===== src/rtl/pwm_pkg.sv =====
package pwm_pkg;

    // Register addresses of the write port
    typedef logic [3:0] addr_t;

    localparam addr_t ADR_UNIT      = 4'd0;
    localparam addr_t ADR_PRESC     = 4'd1;
    localparam addr_t ADR_CFG_BASE  = 4'd2;   // master, slave 0, slave 1
    localparam addr_t ADR_PERIOD    = 4'd5;
    localparam addr_t ADR_DUTY_BASE = 4'd6;   // slave 0, slave 1
    localparam addr_t ADR_OUTCTL    = 4'd8;
    localparam addr_t ADR_LEVEL     = 4'd9;
    localparam addr_t ADR_TRIG      = 4'd10;

    // Structure of the group
    localparam int NUM_SLV = 2;
    localparam int NUM_CH  = NUM_SLV + 1;
    localparam int NUM_CLK = 2;

    // Output control field positions
    localparam int OC_COMBO_LSB = 0;
    localparam int OC_POL_LSB   = 2;
    localparam int OC_OE_LSB    = 6;

    // Trigger bits
    localparam int TRG_START = 0;
    localparam int TRG_STOP  = 1;

    typedef struct packed {
        logic [NUM_SLV-1:0] oe;
        logic [NUM_SLV-1:0] pol;
        logic [NUM_SLV-1:0] combo;
    } out_ctl_t;

    typedef enum logic [1:0] {
        MS_STOP = 2'd0,
        MS_KICK = 2'd1,
        MS_RUN  = 2'd2
    } mstate_e;

    function automatic addr_t cfg_addr(input int ch);
        return addr_t'(int'(ADR_CFG_BASE) + ch);
    endfunction

    function automatic addr_t duty_addr(input int slv);
        return addr_t'(int'(ADR_DUTY_BASE) + slv);
    endfunction

endpackage


===== src/rtl/pwm_regs.sv =====
module pwm_regs
    import pwm_pkg::*;
#(
    parameter int CW = 16,
    parameter int PW = 4
) (
    input  logic                           clk,
    input  logic                           rst,
    input  logic                           wr_en,
    input  addr_t                          wr_addr,
    input  logic [CW-1:0]                  wr_data,
    output logic                           unit_on,
    output logic [NUM_CLK-1:0][PW-1:0]     clk_exp,
    output logic [NUM_CH-1:0]              clk_sel,
    output logic [CW-1:0]                  period,
    output logic [NUM_SLV-1:0][CW-1:0]     duty,
    output out_ctl_t                       octl,
    output logic [NUM_SLV-1:0]             lvl_wr,
    output logic [NUM_SLV-1:0]             lvl_val,
    output logic                           start_p,
    output logic                           stop_p
);

    logic acc;
    assign acc = wr_en && unit_on;

    always_ff @(posedge clk) begin
        if (rst) begin
            unit_on <= 1'b0;
            clk_exp <= '0;
            clk_sel <= '0;
            period  <= '0;
            duty    <= '0;
            octl    <= '0;
        end else begin
            if (wr_en && wr_addr == ADR_UNIT) begin
                unit_on <= wr_data[0];
            end
            if (acc) begin
                if (wr_addr == ADR_PRESC) begin
                    for (int k = 0; k < NUM_CLK; k++) begin
                        clk_exp[k] <= wr_data[k*PW +: PW];
                    end
                end
                for (int c = 0; c < NUM_CH; c++) begin
                    if (wr_addr == cfg_addr(c)) begin
                        clk_sel[c] <= wr_data[0];
                    end
                end
                if (wr_addr == ADR_PERIOD) begin
                    period <= wr_data;
                end
                for (int s = 0; s < NUM_SLV; s++) begin
                    if (wr_addr == duty_addr(s)) begin
                        duty[s] <= wr_data;
                    end
                end
                if (wr_addr == ADR_OUTCTL) begin
                    octl.combo <= wr_data[OC_COMBO_LSB +: NUM_SLV];
                    octl.pol   <= wr_data[OC_POL_LSB   +: NUM_SLV];
                    octl.oe    <= wr_data[OC_OE_LSB    +: NUM_SLV];
                end
            end
        end
    end

    // Strobes: trigger and preset level act once, in the write cycle
    assign start_p = acc && (wr_addr == ADR_TRIG) && wr_data[TRG_START];
    assign stop_p  = acc && (wr_addr == ADR_TRIG) && wr_data[TRG_STOP];
    assign lvl_wr  = {NUM_SLV{acc && (wr_addr == ADR_LEVEL)}};
    assign lvl_val = wr_data[NUM_SLV-1:0];

    // configuration stays frozen while the unit is disabled
    p_locked_off_r1: assert property (@(posedge clk) disable iff (rst)
        !unit_on |=> ($stable(period) && $stable(duty) && $stable(octl)
                      && $stable(clk_sel) && $stable(clk_exp)));

endmodule


===== src/rtl/pwm_prescaler.sv =====
module pwm_prescaler
    import pwm_pkg::*;
#(
    parameter int PW = 4
) (
    input  logic                       clk,
    input  logic                       rst,
    input  logic                       unit_on,
    input  logic [NUM_CLK-1:0][PW-1:0] clk_exp,
    output logic [NUM_CLK-1:0]         tick
);

    localparam int DW = (1 << PW) - 1;

    logic [DW-1:0] pcnt;

    always_ff @(posedge clk) begin
        if (rst) begin
            pcnt <= '0;
        end else if (unit_on) begin
            pcnt <= pcnt + 1'b1;
        end
    end

    for (genvar k = 0; k < NUM_CLK; k++) begin : g_div
        logic [DW-1:0] mask;

        always_comb begin
            for (int j = 0; j < DW; j++) begin
                mask[j] = (j < int'(clk_exp[k]));
            end
        end

        assign tick[k] = unit_on && ((pcnt & mask) == mask);

        // a divided clock never ticks in two adjacent cycles
        p_tick_spaced_r11: assert property (@(posedge clk) disable iff (rst)
            (tick[k] && clk_exp[k] != '0 && $stable(clk_exp[k]))
            |=> (!tick[k] || $changed(clk_exp[k])));
    end

endmodule


===== src/rtl/pwm_master.sv =====
module pwm_master
    import pwm_pkg::*;
#(
    parameter int CW = 16
) (
    input  logic          clk,
    input  logic          rst,
    input  logic          unit_on,
    input  logic          start_p,
    input  logic          stop_p,
    input  logic          tick,
    input  logic [CW-1:0] period,
    output logic          running,
    output logic          sot,
    output logic          irq
);

    mstate_e       st;
    logic [CW-1:0] mcnt;
    logic [CW-1:0] per_act;

    assign running = (st != MS_STOP);
    assign sot     = unit_on && ((st == MS_KICK) ||
                                 (st == MS_RUN && tick && mcnt == per_act));

    always_ff @(posedge clk) begin
        if (rst) begin
            st      <= MS_STOP;
            mcnt    <= '0;
            per_act <= '0;
            irq     <= 1'b0;
        end else begin
            irq <= sot;
            if (unit_on) begin
                if (sot) begin
                    mcnt    <= '0;
                    per_act <= period;
                    st      <= MS_RUN;
                end else if (st == MS_RUN && tick) begin
                    mcnt <= mcnt + 1'b1;
                end
                if (stop_p) begin
                    st <= MS_STOP;
                end else if (start_p) begin
                    st <= MS_KICK;
                end
            end
        end
    end

    // first period start follows a start trigger by two cycles
    p_irq_after_start_r4: assert property (@(posedge clk) disable iff (rst)
        (unit_on && start_p && !stop_p) ##1 (unit_on && !stop_p && !start_p) |=> irq);

    // the master count never passes the latched period
    p_cnt_in_range_r4: assert property (@(posedge clk) disable iff (rst)
        (st == MS_RUN) |-> (mcnt <= per_act));

    // a stopped group raises no interrupt
    p_quiet_stopped_r10: assert property (@(posedge clk) disable iff (rst)
        !running |=> !irq);

endmodule


===== src/rtl/pwm_slave.sv =====
module pwm_slave #(
    parameter int CW = 16
) (
    input  logic          clk,
    input  logic          rst,
    input  logic          unit_on,
    input  logic          running,
    input  logic          sot,
    input  logic          tick,
    input  logic [CW-1:0] duty,
    input  logic          combo,
    input  logic          pol,
    input  logic          oe,
    input  logic          lvl_wr,
    input  logic          lvl_val,
    output logic          pin
);

    logic [CW-1:0] scnt;
    logic [CW-1:0] duty_act;
    logic [CW:0]   nxt;
    logic          drive;
    logic          act;

    assign drive = running && combo && oe;
    assign act   = !pol;
    assign nxt   = {1'b0, scnt} + 1'b1;

    always_ff @(posedge clk) begin
        if (rst) begin
            scnt     <= '0;
            duty_act <= '0;
            pin      <= 1'b0;
        end else if (unit_on) begin
            if (sot) begin
                scnt     <= '0;
                duty_act <= duty;
                if (drive) begin
                    pin <= (duty != '0) ? act : !act;
                end
            end else if (running && tick) begin
                if (scnt != '1) begin
                    scnt <= scnt + 1'b1;
                end
                if (drive && nxt == {1'b0, duty_act}) begin
                    pin <= !act;
                end
            end
            if (lvl_wr && !drive) begin
                pin <= lvl_val;
            end
        end
    end

    // an undriven output only moves on a preset write
    p_hold_idle_r8: assert property (@(posedge clk) disable iff (rst)
        (!drive && !lvl_wr) |=> $stable(pin));

    // preset write has no effect on a driven output
    p_preset_blocked_r12: assert property (@(posedge clk) disable iff (rst)
        (drive && lvl_wr && !sot && !tick) |=> $stable(pin));

    // a nonzero duty starts the period at the active level
    p_rise_at_start_r5: assert property (@(posedge clk) disable iff (rst)
        (sot && drive && duty != '0) |=> (pin != $past(pol)));

    // a zero duty starts the period at the inactive level
    p_zero_duty_r6: assert property (@(posedge clk) disable iff (rst)
        (sot && drive && duty == '0) |=> (pin == $past(pol)));

endmodule


===== src/rtl/pwm_group.sv =====
module pwm_group
    import pwm_pkg::*;
#(
    parameter int CW = 16,
    parameter int PW = 4
) (
    input  logic               clk,
    input  logic               rst,
    input  logic               wr_en,
    input  logic [3:0]         wr_addr,
    input  logic [CW-1:0]      wr_data,
    output logic [NUM_SLV-1:0] pwm_out,
    output logic               period_irq
);

    logic                           unit_on;
    logic [NUM_CLK-1:0][PW-1:0]     clk_exp;
    logic [NUM_CH-1:0]              clk_sel;
    logic [CW-1:0]                  period;
    logic [NUM_SLV-1:0][CW-1:0]     duty;
    out_ctl_t                       octl;
    logic [NUM_SLV-1:0]             lvl_wr;
    logic [NUM_SLV-1:0]             lvl_val;
    logic                           start_p;
    logic                           stop_p;
    logic [NUM_CLK-1:0]             ticks;
    logic                           running;
    logic                           sot;

    pwm_regs #(.CW(CW), .PW(PW)) u_regs (
        .clk     (clk),
        .rst     (rst),
        .wr_en   (wr_en),
        .wr_addr (wr_addr),
        .wr_data (wr_data),
        .unit_on (unit_on),
        .clk_exp (clk_exp),
        .clk_sel (clk_sel),
        .period  (period),
        .duty    (duty),
        .octl    (octl),
        .lvl_wr  (lvl_wr),
        .lvl_val (lvl_val),
        .start_p (start_p),
        .stop_p  (stop_p)
    );

    pwm_prescaler #(.PW(PW)) u_psc (
        .clk     (clk),
        .rst     (rst),
        .unit_on (unit_on),
        .clk_exp (clk_exp),
        .tick    (ticks)
    );

    pwm_master #(.CW(CW)) u_mst (
        .clk     (clk),
        .rst     (rst),
        .unit_on (unit_on),
        .start_p (start_p),
        .stop_p  (stop_p),
        .tick    (ticks[clk_sel[0]]),
        .period  (period),
        .running (running),
        .sot     (sot),
        .irq     (period_irq)
    );

    for (genvar s = 0; s < NUM_SLV; s++) begin : g_slv
        pwm_slave #(.CW(CW)) u_slv (
            .clk     (clk),
            .rst     (rst),
            .unit_on (unit_on),
            .running (running),
            .sot     (sot),
            .tick    (ticks[clk_sel[s+1]]),
            .duty    (duty[s]),
            .combo   (octl.combo[s]),
            .pol     (octl.pol[s]),
            .oe      (octl.oe[s]),
            .lvl_wr  (lvl_wr[s]),
            .lvl_val (lvl_val[s]),
            .pin     (pwm_out[s])
        );
    end

endmodule


===== config.mk =====
export PLATFORM = sky130hd
export DESIGN_NAME = pwm_group
export DESIGN_NICKNAME = d
export VERILOG_FILES = /design/src/rtl/pwm_pkg.sv /design/src/rtl/pwm_regs.sv /design/src/rtl/pwm_prescaler.sv /design/src/rtl/pwm_master.sv /design/src/rtl/pwm_slave.sv /design/src/rtl/pwm_group.sv
export SDC_FILE = /design/constraint.sdc
export NUM_CORES = 1
export LEC_CHECK = 0
export ABC_CLOCK_PERIOD_IN_PS = 2700
export BUFFER_PORTS_ARGS = -buffer_cell sky130_fd_sc_hd__buf_4
export CORE_AREA = 2 2 170 172
export DETAILED_ROUTE_END_ITERATION = 7
export DIE_AREA = 0 0 172 174
export SLEW_MARGIN = 10
export SYNTH_ARGS = -nofsm -noshare
export SYNTH_HDL_FRONTEND = slang
export SYNTH_SLANG_ARGS = --single-unit
export TNS_END_PERCENT = 50

===== constraint.sdc =====
create_clock -name clk -period 2.7 [get_ports clk]
set_clock_uncertainty 0.15 [all_clocks]
set_input_delay 0 -clock clk [delete_from_list [all_inputs] [get_ports clk]]
set_output_delay 0 -clock clk [all_outputs]
set_load 0.02 [all_outputs]

==> out/results.ini <==
[outcome]
status = finished clean

[floorplanning]
chipHeight_um = 174
start_util_pct = 31.4
coreArea_mm2 = 0.0282
fp.dieW_um = 172
io_pins = 26
dieArea_mm2 = 0.0299
num_rows = 62

[grt]
grt.overflow.total = 0
grt_pass1_vias = 7377
globalRouteTotalUtil_pct = 15.8
grt_pass1_wl_um = 37600
grt_antenna_before_repair = 0
grt_max_degree = 61

[synth]
synth_edf_count = 0
synthFlopType = dfxtp_1
syn_nets = 1155
netlist_instances = 1128
syn_avg_cell_area_um2 = 7.86
yosysWarnings = 0
synth_cell_types = 71
async_reset_ff_share_pct = 0
syn_area_mm2 = 0.00886
yosysSeqAreaShare_pct = 41.1
synth_seq_cells = 182

[worst_setup_path]
crit_required_ns = 2.93
critPathMaxStageDelay_ns = 0.40
start_kind = flop
path_max_fanout = 8
arrival_ns = 2.78
path_common_cell = a21oi_1
r2r_slack_ns = 0.15
path_delay_family = compound AO/OA/AOI/OAI gates
critical_path_class = flop to flop
crit_chain = a21oi_1 -> a21oi_1 -> a2111oi_4 -> nand4_1 -> o21ai_4 -> buf_6 -> a21oi_2 -> or3_1 -> a21oi_1
timing.critical_path.buf_inv = 1
slowest_stage = a2111oi_4
cp-end-kind = flop

[routing]
vias = 7815
viasPerCell = 4.94
dr.pass1.iters = 4
wl_um = 23400
drtAntennaViolNets = 0
drt_iter0_markers = 525
drcViolationCount = 0
drt-wirelength-per-cell_um = 14.8

[placement]
dp.cells = 1523
hpwlAfterDp_um = 16500
port_buffers = 25
routabilityCongestion = 0.872

[sta]
fmax_ghz = 0.391
min_period_over_period_pct = 94.6
tightest_slew_ns = 0.645
period_needed_ns = 2.55
relSlewSlack_pct = 56.9
hold_slack_ns = 0.251
rsz0062_at_grt = yes
drv_slew = 0
final_hold_viol_count = 0
finalSetupViolations = 0

[power_and_ir_drop]
total_power_w = 0.00531
power.leakage_nw = 3.77
vdd_ir_drop_max_mv = 0.464
power_density_mw_per_mm2 = 502

[run]
drv_cap = 0

[worst_hold_path]
hold_class = primary input to flop

[final_layout]
syn_to_final_growth_pct = 19.4
drive_above_1_share_pct = 12.6
nets = 1213
diodes = 0
fin_cells = 1583

[clocking]
cts.clk_slew.worst_paths_ns = 0.08
cts_sinks = 182
clockBufferDepth = 2
clockRootBuffer = clkbuf_16
clock_latency_ns = 0.44
cts_made_buffers = 17
cts_tree = built
h-tree-depth = 4

-- synthesized netlist by cell type, drive strengths merged (8+ instances only) --
cell      n  area, um2
nand4    25        178
nor2     94        353
nor2b     9       56.3
nand2b    9       56.3
inv      11       41.3
nand2   253        950
nor4     21        138
xor2     67        587
mux2i    16        160
and3     16        101
buf      29        181
nor3     28        151
o21ai    25        133
a21oi   135        679
nand3    43        233
xnor2    38        333
nand4b    8       70.1
or3       9       56.3
dfxtp   182       3640
clkbuf   40        161
-- placed cells by master, fill, tap and decap left out, types with 6 or more instances in the layout --
cell type,synthesis,layout
nand2b_1,9,9
dfxtp_2,0,7
a31oi_1,7,6
nand2_1,253,253
nand4b_1,8,8
mux2i_1,16,16
dlygate4sd3_1,0,23
o21ai_1,3,6
nor4_1,20,18
or3_1,9,9
and3_1,15,14
inv_1,11,11
nand3_1,41,41
nor3_1,27,25
xor2_1,67,67
xnor2_1,38,38
buf_4,10,79
clkbuf_16,0,17
nor2_1,94,93
nor2b_1,9,9
a21oi_1,134,134
nand4_1,23,23
dfxtp_1,182,175
o21ai_0,20,17
-- worst register-to-register path, cell delays in order, from the launching register on --
cell	delay [ns]
dfxtp_1	0.39
a21oi_1	0.18
a21oi_1	0.08
a2111oi_4	0.40
nand4_1	0.21
o21ai_4	0.25
buf_6	0.17
a21oi_2	0.13
or3_1	0.39
a21oi_1	0.13
-- power by group --
group          internal (W)  switching [W]  total (W)
sequential          0.00268    0.000000677    0.00268
combinational     0.0000592       0.000102   0.000162
clock               0.00125        0.00122    0.00246
total               0.00399        0.00132    0.00531
-- layout make-up --
type	instances	area (um2)
inverter	11	41.3
multi-input combinational	866	4910
clock inverter	14	163
clock buffer	18	429
timing repair buffer	108	908
fill	2986	17700
tap	384	480
sequential	182	3650
-- per-stage QoR --
stage          cell area, um2  utilization, %  worst slack (ns)  TNS [ns]
3_3_place_gp             9630            34.1            0.0970         0
3_5_place_dp             9630            34.1            0.0358         0
6_report                10600            37.5             0.146         0
2_1_floorplan            8860               -             0.141         0
4_1_cts                 10400            37.0           0.00512         0
5_1_grt                 10600            37.5           -0.0536   -0.0657
-- registers in the layout (all words and copies together) (netlist names), 6 cells and up --
name,flops
g_slv.u_slv.scnt,32
u_regs.clk_exp,8
u_mst.per_act,16
u_regs.period,16
u_psc.pcnt,15
g_slv.u_slv.duty_act,32
u_regs.duty,32
u_mst.mcnt,16
u_regs.octl,6
-- per-layer routing --
layer,track usage (%),vias to the layer above,wire length [um]
li1,-,3973,-
met1,21.2,3702,11100
met4,4.45,0,391
met3,2.69,29,771
met2,26.1,111,11100
met5,0,-,0
-- timing repair --
item | 4_1_cts | 5_1_grt
hold buffers | 23 | 0
endpoints found under the hold margin | 100 | 0
setup endpoints to repair | 0 | 99
gates resized for setup | 0 | 29
setup buffers | 0 | 5
-- worst paths after layout --
check                                  endpoint                           start  cells past startpoint
setup reg to reg     u_mst.mcnt[3]$_SDFFE_PP0P_  u_regs.clk_exp[6]$_SDFFE_PP0P_                      9
hold reg to reg   u_mst.per_act[5]$_SDFFE_PP0P_   u_regs.period[5]$_SDFFE_PP0P_                      2
hold / removal    u_regs.period[8]$_SDFFE_PP0P_                      wr_data[8]                      4
setup / recovery     u_mst.mcnt[3]$_SDFFE_PP0P_  u_regs.clk_exp[6]$_SDFFE_PP0P_                      9
-- cells by family after synthesis --
kind of cell             after synthesis  synth area share, %
AO/OA/AOI/OAI                        204                 13.4
XOR/XNOR                             105                 10.4
adder cells (fa/ha/maj)                4                0.565
buffers and inverters                 80                 4.33
flip-flops                           182                 41.1
multiplexers                          17                 1.93
AND/OR/NAND/NOR                      536                 28.2
Note: power is estimated with default switching activity, not from simulation.
